## src/rtl/rdec_pkg.sv

```systemverilog
package rdec_pkg;

  localparam int OPC_W = 6;
  localparam int FN_W  = 6;

  localparam logic [OPC_W-1:0] OPC_REG  = 6'd0;
  localparam logic [OPC_W-1:0] OPC_JMP  = 6'd2;
  localparam logic [OPC_W-1:0] OPC_ADDI = 6'd7;
  localparam logic [OPC_W-1:0] OPC_BEQ  = 6'd9;
  localparam logic [OPC_W-1:0] OPC_LOAD = 6'd35;
  localparam logic [OPC_W-1:0] OPC_STOR = 6'd43;

  localparam logic [FN_W-1:0] FN_ADD = 6'd32;
  localparam logic [FN_W-1:0] FN_SUB = 6'd34;
  localparam logic [FN_W-1:0] FN_AND = 6'd36;
  localparam logic [FN_W-1:0] FN_SHL = 6'd1;
  localparam logic [FN_W-1:0] FN_SHR = 6'd2;
  localparam logic [FN_W-1:0] FN_NOT = 6'd8;

  typedef enum logic [2:0] {
    ALU_ADD = 3'd0,
    ALU_SUB = 3'd1,
    ALU_AND = 3'd2,
    ALU_SHL = 3'd3,
    ALU_SHR = 3'd4,
    ALU_NOT = 3'd5
  } alu_op_e;

  // Instruction classes after opcode/function inspection
  typedef enum logic [3:0] {
    K_NONE,
    K_REG3,    // two sources, destination in [15:11]
    K_REG1,    // single source in [20:16], destination in [15:11]
    K_ADDI,
    K_LOAD,
    K_STOR,
    K_BEQ,
    K_JMP
  } kind_e;

endpackage

```

## src/rtl/rdec_fields.sv

```systemverilog
module rdec_fields #(
  parameter int XLEN  = 32,
  parameter int IMM_W = 16,
  parameter int RAW   = 5,
  parameter int OPC_W = 6,
  parameter int FN_W  = 6
) (
  input  logic [XLEN-1:0]  ins,
  output logic [OPC_W-1:0] opc,
  output logic [FN_W-1:0]  fn,
  output logic [RAW-1:0]   fa,
  output logic [RAW-1:0]   fb,
  output logic [RAW-1:0]   fc,
  output logic [RAW-1:0]   sh,
  output logic [XLEN-1:0]  imm
);
  localparam int SH_LO  = FN_W;
  localparam int FC_LO  = SH_LO + RAW;
  localparam int FB_LO  = FC_LO + RAW;
  localparam int FA_LO  = FB_LO + RAW;
  localparam int OPC_LO = XLEN - OPC_W;
  localparam int EXT_W  = XLEN - IMM_W;

  assign opc = ins[XLEN-1:OPC_LO];
  assign fa  = ins[FA_LO +: RAW];
  assign fb  = ins[FB_LO +: RAW];
  assign fc  = ins[FC_LO +: RAW];
  assign sh  = ins[SH_LO +: RAW];
  assign fn  = ins[FN_W-1:0];

  generate
    if (EXT_W > 0) begin : g_ext
      assign imm = {{EXT_W{ins[IMM_W-1]}}, ins[IMM_W-1:0]};
    end else begin : g_noext
      assign imm = ins[XLEN-1:0];
    end
  endgenerate
endmodule

```

## src/rtl/rdec_classify.sv

```systemverilog
module rdec_classify
  import rdec_pkg::*;
(
  input  logic [OPC_W-1:0] opc,
  input  logic [FN_W-1:0]  fn,
  output kind_e            kind,
  output alu_op_e          op
);
  always_comb begin
    kind = K_NONE;
    op   = ALU_ADD;
    unique case (opc)
      OPC_REG: begin
        unique case (fn)
          FN_ADD:  begin kind = K_REG3; op = ALU_ADD; end
          FN_SUB:  begin kind = K_REG3; op = ALU_SUB; end
          FN_AND:  begin kind = K_REG3; op = ALU_AND; end
          FN_SHL:  begin kind = K_REG1; op = ALU_SHL; end
          FN_SHR:  begin kind = K_REG1; op = ALU_SHR; end
          FN_NOT:  begin kind = K_REG1; op = ALU_NOT; end
          default: begin kind = K_NONE; op = ALU_ADD; end
        endcase
      end
      OPC_JMP:  kind = K_JMP;
      OPC_ADDI: kind = K_ADDI;
      OPC_BEQ:  begin kind = K_BEQ; op = ALU_SUB; end
      OPC_LOAD: kind = K_LOAD;
      OPC_STOR: kind = K_STOR;
      default:  kind = K_NONE;
    endcase
  end
endmodule

```

## src/rtl/rdec_ctl.sv

```systemverilog
module rdec_ctl
  import rdec_pkg::*;
#(
  parameter int RAW = 5
) (
  input  kind_e          kind,
  input  logic [RAW-1:0] fa,
  input  logic [RAW-1:0] fb,
  input  logic [RAW-1:0] fc,
  output logic [RAW-1:0] rs_idx,
  output logic [RAW-1:0] rd_idx,
  output logic           reg_we,
  output logic           src_imm,
  output logic           mem_rd,
  output logic           mem_wr,
  output logic           branch,
  output logic           jump
);
  logic [RAW-1:0] dest;
  logic           wants_wr;

  always_comb begin
    dest     = '0;
    wants_wr = 1'b0;
    src_imm  = 1'b0;
    mem_rd   = 1'b0;
    mem_wr   = 1'b0;
    branch   = 1'b0;
    jump     = 1'b0;
    rs_idx   = fa;
    case (kind)
      K_REG3: begin dest = fc; wants_wr = 1'b1; end
      K_REG1: begin dest = fc; wants_wr = 1'b1; rs_idx = '0; end
      K_ADDI: begin dest = fb; wants_wr = 1'b1; src_imm = 1'b1; end
      K_LOAD: begin dest = fb; wants_wr = 1'b1; src_imm = 1'b1; mem_rd = 1'b1; end
      K_STOR: begin src_imm = 1'b1; mem_wr = 1'b1; end
      K_BEQ:  branch = 1'b1;
      K_JMP:  jump   = 1'b1;
      default: ;
    endcase
  end

  // register 0 is never a destination
  assign reg_we = wants_wr && (dest != '0);
  assign rd_idx = reg_we ? dest : '0;
endmodule

```

## src/rtl/rdec_top.sv

```systemverilog
module rdec_top
  import rdec_pkg::*;
#(
  parameter int XLEN  = 32,
  parameter int IMM_W = 16,
  parameter int RAW   = 5
) (
  input  logic [XLEN-1:0] instr,
  output logic [RAW-1:0]  rs_idx,
  output logic [RAW-1:0]  rt_idx,
  output logic [RAW-1:0]  rd_idx,
  output logic            reg_we,
  output logic [2:0]      alu_op,
  output logic            alu_src_imm,
  output logic            mem_rd,
  output logic            mem_wr,
  output logic            branch,
  output logic            jump,
  output logic [XLEN-1:0] imm_ext,
  output logic [RAW-1:0]  shamt
);
  logic [OPC_W-1:0] opc;
  logic [FN_W-1:0]  fn;
  logic [RAW-1:0]   fa, fb, fc;
  kind_e            kind;
  alu_op_e          op;
  logic             kind_known;

  rdec_fields #(
    .XLEN(XLEN), .IMM_W(IMM_W), .RAW(RAW), .OPC_W(OPC_W), .FN_W(FN_W)
  ) u_fields (
    .ins(instr), .opc(opc), .fn(fn), .fa(fa), .fb(fb), .fc(fc),
    .sh(shamt), .imm(imm_ext)
  );

  rdec_classify u_cls (
    .opc(opc), .fn(fn), .kind(kind), .op(op)
  );

  rdec_ctl #(.RAW(RAW)) u_ctl (
    .kind(kind), .fa(fa), .fb(fb), .fc(fc),
    .rs_idx(rs_idx), .rd_idx(rd_idx), .reg_we(reg_we),
    .src_imm(alu_src_imm), .mem_rd(mem_rd), .mem_wr(mem_wr),
    .branch(branch), .jump(jump)
  );

  assign rt_idx     = fb;
  assign kind_known = (kind != K_NONE);
  assign alu_op     = kind_known ? op : ALU_ADD;

  always_comb begin
    a_r12_one_strobe: assert ($onehot0({mem_rd, mem_wr, branch, jump}))
      else $error("R12 more than one strobe");
    a_r11_no_zero_dest: assert (!reg_we || rd_idx != '0)
      else $error("R11 write to register 0");
    a_r9_zero_word: assert (instr != '0 ||
                            !(reg_we || mem_rd || mem_wr || branch || jump))
      else $error("R9 zero word has effect");
    a_r6_store_no_wr: assert (instr[XLEN-1 -: OPC_W] != OPC_STOR ||
                              (mem_wr && !reg_we))
      else $error("R6 store decode");
    a_r1_imm_sign: assert (imm_ext[IMM_W-1:0] == instr[IMM_W-1:0] &&
                           (imm_ext[XLEN-1:IMM_W] == '0 ||
                            imm_ext[XLEN-1:IMM_W] == '1) &&
                           imm_ext[XLEN-1] == instr[IMM_W-1])
      else $error("R1 literal extension");
    a_r10_unknown_quiet: assert (kind_known ||
                                 !(reg_we || mem_rd || mem_wr || branch || jump))
      else $error("R10 unknown word has effect");
  end
endmodule

```

## config.mk

```make
export PLATFORM = sky130hd
export DESIGN_NAME = rdec_top
export DESIGN_NICKNAME = d
export VERILOG_FILES = /design/src/rtl/rdec_pkg.sv /design/src/rtl/rdec_fields.sv /design/src/rtl/rdec_classify.sv /design/src/rtl/rdec_ctl.sv /design/src/rtl/rdec_top.sv
export SDC_FILE = /design/constraint.sdc
export NUM_CORES = 1
export LEC_CHECK = 0
export ABC_CLOCK_PERIOD_IN_PS = 2500
export BUFFER_PORTS_ARGS = -buffer_cell sky130_fd_sc_hd__buf_2
export CELL_PAD_IN_SITES_DETAIL_PLACEMENT = 1
export CELL_PAD_IN_SITES_GLOBAL_PLACEMENT = 1
export CORE_MARGIN = 1.5
export CORE_UTILIZATION = 19
export DETAILED_ROUTE_END_ITERATION = 6
export GPL_ROUTABILITY_DRIVEN = 0
export PLACE_DENSITY = 0.87
export SYNTH_ARGS = -nofsm -noshare
export SYNTH_HDL_FRONTEND = slang
export SYNTH_SLANG_ARGS = --single-unit
```

## constraint.sdc

```tcl
create_clock -name vclk -period 2.5
set_clock_uncertainty 0.2 [all_clocks]
set_input_delay 0.5 -clock vclk [all_inputs]
set_output_delay 0.5 -clock vclk [all_outputs]
set_load 0.02 [all_outputs]
```

==> results_dict.tcl <==
set metrics [dict create \
    ys_warn_count 0 \
    setup_ws_ps -50.6 \
    design_area_mm2 0.00107 \
    dp_cells 196 \
    postSynthCellCount 99 \
    syn_area_per_cell_um2 6.96 \
    critPathCapture "rs_idx[2]" \
    worst_setup_path_end_kind "output pin" \
    num_antenna_cells 0 \
    power_leakage_nw 0.584 \
    worstPathRequired_ps 1800 \
    final_common_cell "buf_2" \
    power.density_mw_per_mm2 170 \
    antenna_found_initial 0 \
    drc 0 \
    synth.distinct_cells 28 \
    syn_nets 131 \
    antenna_left 0 \
    tns_ps -375 \
    n_sequential_cell 0 \
    path_cells "buf_8, or3b_4, o21ai_2, or4b_4, and2_4, buf_6" \
    synthesis.area_um2 689 \
    worst_pin_slew_ps 235 \
    cp_slowest_cell "or4b_4" \
    path_class "input pin to output pin" \
    finalSetupViolCount 11 \
    wirelength_mm 2.31 \
    status "finished, violations left" \
    die_w_um 63.2 \
    die_area_mm2 0.00400 \
    grt_usage_pct 10.4 \
    ff_latch_area_um2 0 \
    die_h_um 63.2 \
    hold_viol 0 \
    instances_no_fill 198 \
    ctsHoldBuffers 0 \
    syn2layout_area_growth_pct 54.8 \
    fmax_mhz 392 \
    dpl_cell_area_um2 931 \
    layout-drive-gt1-share_pct 73.0 \
    start_kind "input pin" \
    nNetsFinal 186 \
    cp-startpoint "instr[0]" \
    num_rows 21 \
    rsz0062_at_grt "yes" \
    cap_violations 0 \
    relSlewSlack_pct 84.2 \
    layout_common_cells "65 x buf_2, 18 x buf_4, 12 x buf_6" \
    start_util_pct 20.2 \
    period_share_pct 102 \
    vias_per_cell 4.10 \
    dp_hpwl_mm 1.88 \
    clkbuf_count 0 \
    finalCriticalPeriod_ps 2550 \
    critical_path_peak_fanout 5 \
    grt_overflow 0 \
    hold_class "input pin to output pin" \
    core_area_mm2 0.00342 \
    grt_pass1_wl_mm 3.55 \
    drt_iter0_drc 8 \
    portBuffers 78 \
    ir_drop_mv 0.0363 \
    wl_per_cell_um 11.6 \
    grt_pass1_vias 745 \
    cp_slowest_stage_delay_ps 500 \
    grt_max_degree 20 \
    worst_ep_arrival_time_ps 1850 \
    yosysSeqAreaShare_pct 0 \
    dr.pass1.iters 2 \
    violations "negative setup slack" \
    vias 811 \
    drv_slew 0 \
    num_io_pins 93 \
]
per-stage QoR:
step	util, %	power (mW)	hold slack [ps]	worst slack, ps
6_report	31.2	0.181	800	-50.6
5_1_grt	31.2	0.195	800	-91.5
4_1_cts	30.3	0.178	800	-63.0
3_5_place_dp	27.3	0.162	800	-140
3_3_place_gp	27.3	0.158	800	-140
2_1_floorplan	-	0.137	883	0.847
logic make-up after synthesis:
kind of cell           share of synthesized area [%]
buffers and inverters                           49.0
XOR/XNOR                                        3.81
AO/OA/AOI/OAI                                   14.3
AND/OR/NAND/NOR                                 32.8
area by class of cell:
class,count,area (um^2)
tap,46,57.6
inverter,1,3.75
multi-input combinational,54,380
timing repair buffer,97,626
fill,457,2350
Yosys cell counts (2+ instances only):
cell | number | area [um^2]
nor4_1 | 2 | 12.5
buf_4 | 43 | 323
and2_1 | 5 | 31.3
nor2_1 | 7 | 26.3
xnor2_1 | 3 | 26.3
nor2b_1 | 2 | 12.5
a22o_1 | 6 | 52.6
nor3b_1 | 2 | 15.0
nand2_1 | 4 | 15.0
nor3_1 | 6 | 30.0
and3_1 | 2 | 12.5
worst min path at each step:
stage	from	to	slack, ps	cells after the start
final	instr[6]	imm_ext[6]	800	0
after global routing	instr[8]	shamt[2]	800	0
after CTS	instr[9]	imm_ext[9]	800	0
after detailed placement	instr[9]	imm_ext[9]	800	0
after global placement	instr[9]	imm_ext[9]	800	0
after floorplan	instr[28]	mem_rd	880	1
worst max-delay path: cells and delay by family:
kind | cells | cell delay [ps]
AND/OR/NAND/NOR | 3 | 1070
AO/OA/AOI/OAI | 1 | 60
buffers and inverters | 2 | 220
timing repair:
item | 4_1_cts | 5_1_grt
setup endpoints to repair | 11 | 11
cloned | 0 | 0
hold endpoints to repair | 0 | 0
pin swaps | 9 | 3
gates resized for setup | 31 | 7
buffers inserted | 1 | 1
layer usage:
metal	GRT usage, %	wire length, um	vias up
li1	-	-	406
met1	11.1	865	359
met2	22.2	1250	46
met3	1.61	192	0
met4	0.272	0	0
met5	0	0	-
report_power, final:
part / switching [mW] / internal [mW] / total [mW]
clock network: 0 / 0 / 0
logic: 0.0979 / 0.0835 / 0.181
registers: 0 / 0 / 0
total: 0.0979 / 0.0835 / 0.181
Power figures use the tool's default switching activity.
